[src/rtl/dr_pkg.sv]
package dr_pkg;
    typedef logic [1:0] rail_t;

    localparam rail_t SPACER = 2'b11;

    // logical 1 drops bit 0, logical 0 drops bit 1
    function automatic rail_t enc(input logic v);
        return v ? 2'b10 : 2'b01;
    endfunction

    function automatic logic dec(input rail_t p);
        return ~p[0];
    endfunction
endpackage

[src/rtl/dr_lfsr.sv]
module dr_lfsr #(
    parameter int              W    = 16,
    parameter logic [W-1:0]    TAPS = 16'hB400,
    parameter logic [W-1:0]    SEED = 16'hACE1
) (
    input  logic         clk,
    input  logic         rst,
    output logic [W-1:0] q_o
);
    typedef struct packed {
        logic [W-1:0] sr;
    } st_t;

    st_t st_d, st_q;

    always_comb begin
        st_d = st_q;
        if (st_q.sr[0]) st_d.sr = (st_q.sr >> 1) ^ TAPS;
        else            st_d.sr = st_q.sr >> 1;
    end

    always_ff @(posedge clk) begin
        if (rst) st_q.sr <= SEED;
        else     st_q    <= st_d;
    end

    assign q_o = st_q.sr;

    AST_LFSR_NONZERO: assert property (@(posedge clk) disable iff (rst)
        st_q.sr != '0);
endmodule

[src/rtl/dr_cmp_logic.sv]
module dr_cmp_logic (
    input  logic a_i,
    input  logic b_i,
    input  logic sw_i,
    input  logic ps_i,
    output logic lo_o,
    output logic hi_o,
    output logic sw_o,
    output logic ps_o
);
    logic open_d;
    logic cross_d;

    always_comb begin
        open_d = ~sw_i & ~ps_i;
        if (open_d) begin
            sw_o    = a_i & ~b_i;
            ps_o    = ~a_i & b_i;
            cross_d = a_i & ~b_i;
        end else begin
            sw_o    = sw_i;
            ps_o    = ps_i;
            cross_d = sw_i;
        end
        lo_o = cross_d ? b_i : a_i;
        hi_o = cross_d ? a_i : b_i;
    end
endmodule

[src/rtl/dr_rail_out.sv]
module dr_rail_out
    import dr_pkg::*;
#(
    parameter int LAT_MAX = 4,
    parameter int LW      = $clog2(LAT_MAX + 1)
) (
    input  logic          clk,
    input  logic          rst,
    input  logic          launch_i,
    input  logic          drop_i,
    input  logic [LW-1:0] lat_i,
    input  logic          val_i,
    output rail_t         rail_o
);
    typedef struct packed {
        logic [LW-1:0] cnt;
        rail_t         rail;
    } st_t;

    st_t st_d, st_q;

    always_comb begin
        st_d = st_q;
        if (launch_i) begin
            st_d.cnt  = lat_i - LW'(1);
            st_d.rail = (lat_i == LW'(1)) ? enc(val_i) : SPACER;
        end else if (drop_i) begin
            st_d.cnt  = '0;
            st_d.rail = SPACER;
        end else if (st_q.cnt != '0) begin
            st_d.cnt = st_q.cnt - LW'(1);
            if (st_q.cnt == LW'(1)) st_d.rail = enc(val_i);
        end
    end

    always_ff @(posedge clk) begin
        if (rst) begin
            st_q.cnt  <= '0;
            st_q.rail <= SPACER;
        end else begin
            st_q <= st_d;
        end
    end

    assign rail_o = st_q.rail;

    AST_NO_NULL_PAIR: assert property (@(posedge clk) disable iff (rst)
        st_q.rail != 2'b00);
    AST_HOLD_RESOLVED: assert property (@(posedge clk) disable iff (rst)
        (st_q.rail != SPACER && !drop_i) |=> st_q.rail == $past(st_q.rail));
    AST_LAT_BOUND: assert property (@(posedge clk) disable iff (rst)
        st_q.cnt < LW'(LAT_MAX));
endmodule

[src/rtl/dr_cmp_cell.sv]
module dr_cmp_cell
    import dr_pkg::*;
#(
    parameter int          LAT_MAX = 4,
    parameter int          LFSR_W  = 16,
    parameter logic [15:0] SEED    = 16'hACE1
) (
    input  logic       clk,
    input  logic       rst,
    input  logic       start_i,
    input  logic [1:0] a_i,
    input  logic [1:0] b_i,
    input  logic [1:0] dsw_i,
    input  logic [1:0] dps_i,
    output logic [1:0] lo_o,
    output logic [1:0] hi_o,
    output logic [1:0] dsw_o,
    output logic [1:0] dps_o,
    output logic       ready_o
);
    localparam int NPAIR = 4;
    localparam int SLW   = LFSR_W / NPAIR;
    localparam int LW    = $clog2(LAT_MAX + 1);

    typedef struct packed {
        logic start;
        logic a;
        logic b;
        logic sw;
        logic ps;
    } st_t;

    st_t st_d, st_q;
    logic launch, drop;
    logic op_a, op_b, op_sw, op_ps;
    logic [NPAIR-1:0] res;
    logic [NPAIR-1:0] pair_ok;
    logic [LFSR_W-1:0] rnd;
    logic [LW-1:0] lat [NPAIR];
    rail_t rails [NPAIR];

    always_comb begin
        st_d       = st_q;
        launch     = start_i & ~st_q.start;
        drop       = ~start_i & st_q.start;
        st_d.start = start_i;
        if (launch) begin
            st_d.a  = dec(a_i);
            st_d.b  = dec(b_i);
            st_d.sw = dec(dsw_i);
            st_d.ps = dec(dps_i);
        end
        // the sampling edge sees live inputs, later edges the held copy
        op_a  = launch ? dec(a_i)   : st_q.a;
        op_b  = launch ? dec(b_i)   : st_q.b;
        op_sw = launch ? dec(dsw_i) : st_q.sw;
        op_ps = launch ? dec(dps_i) : st_q.ps;
    end

    always_ff @(posedge clk) begin
        if (rst) st_q <= '0;
        else     st_q <= st_d;
    end

    dr_lfsr #(.W(LFSR_W), .TAPS(16'hB400), .SEED(SEED)) lfsr_i (
        .clk (clk),
        .rst (rst),
        .q_o (rnd)
    );

    dr_cmp_logic cmp_i (
        .a_i  (op_a),
        .b_i  (op_b),
        .sw_i (op_sw),
        .ps_i (op_ps),
        .lo_o (res[0]),
        .hi_o (res[1]),
        .sw_o (res[2]),
        .ps_o (res[3])
    );

    for (genvar g = 0; g < NPAIR; g++) begin : g_pair
        assign lat[g] = LW'(1 + (int'(rnd[SLW*g +: SLW]) % LAT_MAX));

        dr_rail_out #(.LAT_MAX(LAT_MAX), .LW(LW)) out_i (
            .clk      (clk),
            .rst      (rst),
            .launch_i (launch),
            .drop_i   (drop),
            .lat_i    (lat[g]),
            .val_i    (res[g]),
            .rail_o   (rails[g])
        );

        assign pair_ok[g] = rails[g][1] ^ rails[g][0];
    end

    assign lo_o    = rails[0];
    assign hi_o    = rails[1];
    assign dsw_o   = rails[2];
    assign dps_o   = rails[3];
    assign ready_o = &pair_ok;

    AST_NO_READY_PRECHARGE: assert property (@(posedge clk) disable iff (rst)
        !st_q.start |-> !ready_o);
    AST_READY_RISES_IN_EVAL: assert property (@(posedge clk) disable iff (rst)
        $rose(ready_o) |-> st_q.start);
    AST_DROP_CLEARS: assert property (@(posedge clk) disable iff (rst)
        drop |=> (lo_o == SPACER && hi_o == SPACER && dsw_o == SPACER && dps_o == SPACER));
endmodule

[config.mk]
export PLATFORM = sky130hd
export DESIGN_NAME = dr_cmp_cell
export DESIGN_NICKNAME = d
export VERILOG_FILES = /design/src/rtl/dr_pkg.sv /design/src/rtl/dr_lfsr.sv /design/src/rtl/dr_cmp_logic.sv /design/src/rtl/dr_rail_out.sv /design/src/rtl/dr_cmp_cell.sv
export SDC_FILE = /design/constraint.sdc
export NUM_CORES = 1
export LEC_CHECK = 0
export BUFFER_PORTS_ARGS = -buffer_cell sky130_fd_sc_hd__buf_2
export CORE_AREA = 2 2 67 69
export CTS_CLUSTER_DIAMETER = 120
export DETAILED_ROUTE_END_ITERATION = 16
export DIE_AREA = 0 0 69 71
export GPL_ROUTABILITY_DRIVEN = 0
export MAX_ROUTING_LAYER = met4
export PLACE_DENSITY = 0.72
export SYNTH_ARGS = -nofsm -noshare
export SYNTH_HDL_FRONTEND = slang
export SYNTH_SLANG_ARGS = --single-unit
[constraint.sdc]
create_clock -name clk -period 1.7 [get_ports clk]
set_input_delay 0.17 -clock clk [delete_from_list [all_inputs] [get_ports clk]]
set_output_delay 0.17 -clock clk [all_outputs]
set_load 0.03 [all_outputs]
After elaboration in Yosys (flattened, before gate mapping) --
Index checks and enable logic that the tools add are counted.
Storage, ports and cells: flip-flop bits (word level) 41, logic and storage cells 104
Cells by class: equality and inequality tests 8, reductions and logical operators 17, bitwise logic cells 20, add/subtract/negate cells 12, muxes and demuxes 33
Operators with widths (number):
- 5-bit 2-to-1 mux | 12
- 3-bit nonzero test | 12
- 3-bit by 1-bit == test with 1-bit output (second input constant) | 8
- 2-bit 2-to-1 mux | 12
- 3-bit by 1-bit subtractor with 3-bit output (second input constant) | 8
- 16-bit 2-to-1 mux | 1
- 1-bit by 2-bit adder with 3-bit output (first input constant) | 4
- 1-bit inverter | 10
- 1-bit 2-to-1 mux | 8
- 2-bit AND reduction | 4
- 1-bit bitwise AND | 5
- 3-bit inverter with 4-bit output | 1
- 4-bit AND reduction | 1
- 1-bit XOR | 4

Longest topological paths before layout --
word-level depth 12, gate-level depth with buffers 8, mapped depth without buffers 6

Hierarchy --
Synthesis repeated with hierarchy kept, for this count alone.
Unflattened totals: cells, all modules 243, area total of the unflattened synthesis 2387.3 sq um
Modules (own cells, without submodules):
- dr_rail_out | instances 4, cells each 37, area each 365.4 sq um, sequential area each 100.1 sq um
- dr_lfsr | instances 1, cells each 49, area each 560.5 sq um, sequential area each 320.3 sq um
- dr_cmp_cell | instances 1, cells each 39, area each 315.3 sq um, sequential area each 100.1 sq um
- dr_cmp_logic | instances 1, cells each 7, area each 50.0 sq um, sequential area each 0.0 sq um

Worst setup path before layout --
No wires, ideal clock.
path kind register to output, start reg g_pair[0].out_i.st_q (netlist bit g_pair[0].out_i.rail_o[1]), end out ready_o, arrival 1.430 ns, stages on the path, launching flop included 3, setup slack 0.100 ns, buffers on the path 0, data required time 1.530 ns, cell sequence dfxtp_1 -> xnor2_1 -> nor4_1
Between the ends: longest elaborated chain between the ends 2
Ends and longest elaborated chain:
- from (decl) | line dr_rail_out.sv:20 | st_t st_d, st_q;
- from (signal assigned) | line dr_rail_out.sv:41 | st_q <= st_d;
- 1-bit XOR | line dr_cmp_cell.sv:95 | assign pair_ok[g] = rails[g][1] ^ rails[g][0];
- 4-bit AND reduction | line dr_cmp_cell.sv:102 | assign ready_o = &pair_ok;
- to (decl) | line dr_cmp_cell.sv:19 | output logic ready_o
No other way between the ends.

Worst setup path after layout --
start reg st_q[4] in the netlist's numbering, end reg g_pair[0].out_i.st_q (netlist bit g_pair[0].out_i.rail_o[1])
Between the ends: longest elaborated chain between the ends 12, elaborated cells on any way between the ends 23
Ends and longest elaborated chain:
- from (decl) | line dr_cmp_cell.sv:33 | st_t st_d, st_q;
- from (signal assigned) | line dr_cmp_cell.sv:62 | else st_q <= st_d;
- 1-bit inverter * | line dr_cmp_cell.sv:44 | launch = start_i & ~st_q.start;
- 1-bit bitwise AND * | line dr_cmp_cell.sv:44
- named net g_pair[0].out_i.launch_i | line dr_rail_out.sv:9 | input logic launch_i,
- 1-bit 2-to-1 mux (on tied branches) | line dr_cmp_cell.sv:55, dr_cmp_cell.sv:56, dr_cmp_cell.sv:57
- 1-bit inverter (on tied branches) | line dr_cmp_logic.sv:19, dr_cmp_logic.sv:15
- 1-bit bitwise AND (on tied branches) | line dr_cmp_logic.sv:19, dr_cmp_logic.sv:15
- 1-bit 2-to-1 mux | line dr_cmp_logic.sv:16 | if (open_d) begin
- 1-bit 2-to-1 mux | line dr_cmp_logic.sv:25 | lo_o = cross_d ? b_i : a_i;
- 2-bit 2-to-1 mux | line dr_pkg.sv:8 | return v ? 2'b10 : 2'b01;
- 2-bit 2-to-1 mux | line dr_rail_out.sv:32 | if (st_q.cnt == LW'(1)) st_d.rail = enc(val_i);
- 5-bit 2-to-1 mux | line dr_rail_out.sv:30 | end else if (st_q.cnt != '0) begin
- 5-bit 2-to-1 mux | line dr_rail_out.sv:27 | end else if (drop_i) begin
- 5-bit 2-to-1 mux | line dr_rail_out.sv:24 | if (launch_i) begin
Mark *: on every way through the listed nets, which the timed path passes. The rest lies on a longest branch. The select of a mux whose other input is x is not followed. A chain may end at the register's enable or synchronous reset.

==> impl_metrics.toml <==
[global_routing]
grt_pass1_vias = 1449
grt_max_degree = 32
grt_pass1_wl_mm = 6.644
gr-total-overflow = 0
antenna_found_initial = 0
grtUsageTotal_pct = 17.58

[route]
drtPass1Iterations = 4
vias = 1533
drtIter0Drc = 74
drc = 0
wl_mm = 3.915
viasPerCell = 5.110
drt.antenna.violating_nets = 0
wl_per_cell_um = 13.05

[synthesis]
postSynthAreaPerCell_um2 = 9.276
ys_seq_elements = 41
synth_cell_types = 44
synth_edf_count = 0
synth_cells = 225
synth-seq-area-share_pct = 39.33
ys.flop_type = "dfxtp_1"
ys_warn_count = 0
syn-cell-area_mm2 = 0.002087
syn_nets = 255
synth-async-reset-ratio_pct = 0

[layout]
fin_nets = 277
final_common_cell = "dfxtp_1"
syn2layout_area_growth_pct = 14.93
final_cell_mix = "dfxtp_1, inv_1, nor2_1"
layout-drive-gt1-share_pct = 25.00
diodes = 0

[sta]
hold_viol = 0
slew_violations = 0
relSlewSlack_pct = 65.17
fin_crit_ps = 1647
fmax_ghz = 0.6073
finalCritPeriodShare_pct = 96.85
hold_ws_ps = 74.83
skew_ps = 6.435
rsz0062_at_grt = "true"
tightestPinTransition_ps = 522.5
setup_viol = 0

[power_and_ir_drop]
power_density_mw_per_mm2 = 1143
peakVddDrop_mv = 0.6394
power.total_mw = 2.741
cellLeakagePower_nw = 1.027

[place]
dp_hpwl_mm = 2.878
port-buffer-count = 15

[critical_path]
critPathLaunchType = "flop"
cp.arrival_ps = 1840
crit_slowest_cell = "dfxtp_1"
worst_ep_required_time_ps = 1890
critPathMaxStageDelay_ps = 350
cp-end-kind = "flop"
cp_max_fo = 9
crit_chain = "inv_1, ha_2, buf_4, a2bb2oi_1, or2_2, o32a_2"
critPathKind = "reg2reg"

[clocking]
cts_made_buffers = 5
post_cts_buffers = 0
path_clk_slew_ps = 80
tritoncts = "built"
cts_buffer_depth = 2
cts_root_buf = "clkbuf_8"
h-tree-depth = 2
cts.sinks = 41
holdBufCountCts = 0
clk_latency_ps = 300

[die]
rows = 24
die_area_mm2 = 0.004899
pin_count = 20
core_area_mm2 = 0.004204
start_util_pct = 49.64
fp.dieH_um = 71
die_w_um = 69

[run_status]
status = "finished clean"

[job]
maxCapViolations = 0

[worst_hold_path]
hp-class = "in2reg"
-- synthesized netlist by cell type (2+ instances only) --
cell type	n	area share [%]
dfxtp_1	41	39
nor2_1	24	4.3
inv_1	21	3.8
ha_1	19	11
xnor2_1	11	4.6
a211oi_1	9	3.2
a21oi_1	9	2.2
buf_4	9	3.2
nor3_1	9	2.2
or2_2	7	2.1
clkbuf_1	6	1.1
a22oi_1	5	1.8
nand3b_1	5	1.8
nand2_1	4	0.72
nand2b_1	4	1.2
nor2b_1	4	1.2
xor2_1	4	1.7
nor3b_1	3	1.1
a2bb2oi_1	2	0.84
o21ai_1	2	0.48
o221ai_1	2	0.84
o31ai_1	2	0.72
or3_1	2	0.60
-- final timing paths --
path | from | end | slack, ps | depth (start not counted)
min reg2reg | lfsr_i.q_o[6] | lfsr_i.q_o[5] | 420 | 1
max | st_q[4] | g_pair[0].out_i.rail_o[1] | 50 | 6
max reg2reg | st_q[4] | g_pair[0].out_i.rail_o[1] | 50 | 6
min | dps_i[0] | st_q[0] | 70 | 2
-- where the power goes --
part	switching, mW	internal (mW)	total (mW)
registers	0.0733	1.08	1.15
logic	0.416	0.362	0.779
clock network	0.333	0.479	0.812
-- worst max-delay path, delay by kind of cell, from the launching register on --
| kind | cells | cell delay [ps] |
|---|---|---|
| AOI/OAI and AO/OA | 2 | 460 |
| DFF | 1 | 350 |
| and+or+nand+nor | 1 | 280 |
| buffers and inverters | 2 | 230 |
| adders and majority gates | 1 | 230 |
-- kinds of logic after synthesis --
kind of cell / Yosys count / synth area share [%]
compound gates: 44 / 16.25
xor+xnor: 15 / 6.295
fa+ha+maj: 19 / 11.39
buf+inv: 38 / 8.873
flops: 41 / 39.33
mux: 1 / 0.4796
simple gates: 67 / 17.39
-- final cells by class --
class	instances	area [µm²]
clock buffers	7	86.33
clock inverters	1	30.03
fillers	388	1805
inverters	21	78.83
multi-input cells	146	1115
flip-flops and latches	41	820.8
well taps	52	65.06
repair buffers	32	202.7
-- sequential cells by signal, indices dropped and copies added (netlist names) --
| signal | count |
|---|---|
| st_q | 5 |
| g_pair.out_i.rail_o | 8 |
| g_pair.out_i.st_q | 12 |
| lfsr_i.q_o | 16 |
-- what timing repair did --
action / 4_1_cts / 5_1_grt
cloned: 0 / 0
resized for setup: 1 / 9
endpoints found under the hold margin: 0 / 0
endpoints found under the setup margin: 2 / 6
-- stage by stage --
step	worst slack, ps	std cells	util (%)	instance area [µm²]	setup TNS, ps
global placement	0.8282	292	53.48	2248	0
detailed placement	-14.75	292	53.48	2248	-27.28
floorplan	99.68	225	-	2087	0
CTS	2.150	300	56.31	2367	0
finish	53.47	300	57.05	2399	0
global route	-15.22	300	57.05	2399	-15.22
-- per-layer routing --
metal,GRT usage (%),wire (µm),share of wire [%]
met4,5.447,51,1.3
met1,22.28,1855,47
met3,5.271,170,4.3
met2,27.14,1837,47
met5,-,0,0
Power figures use the tool's default switching activity.
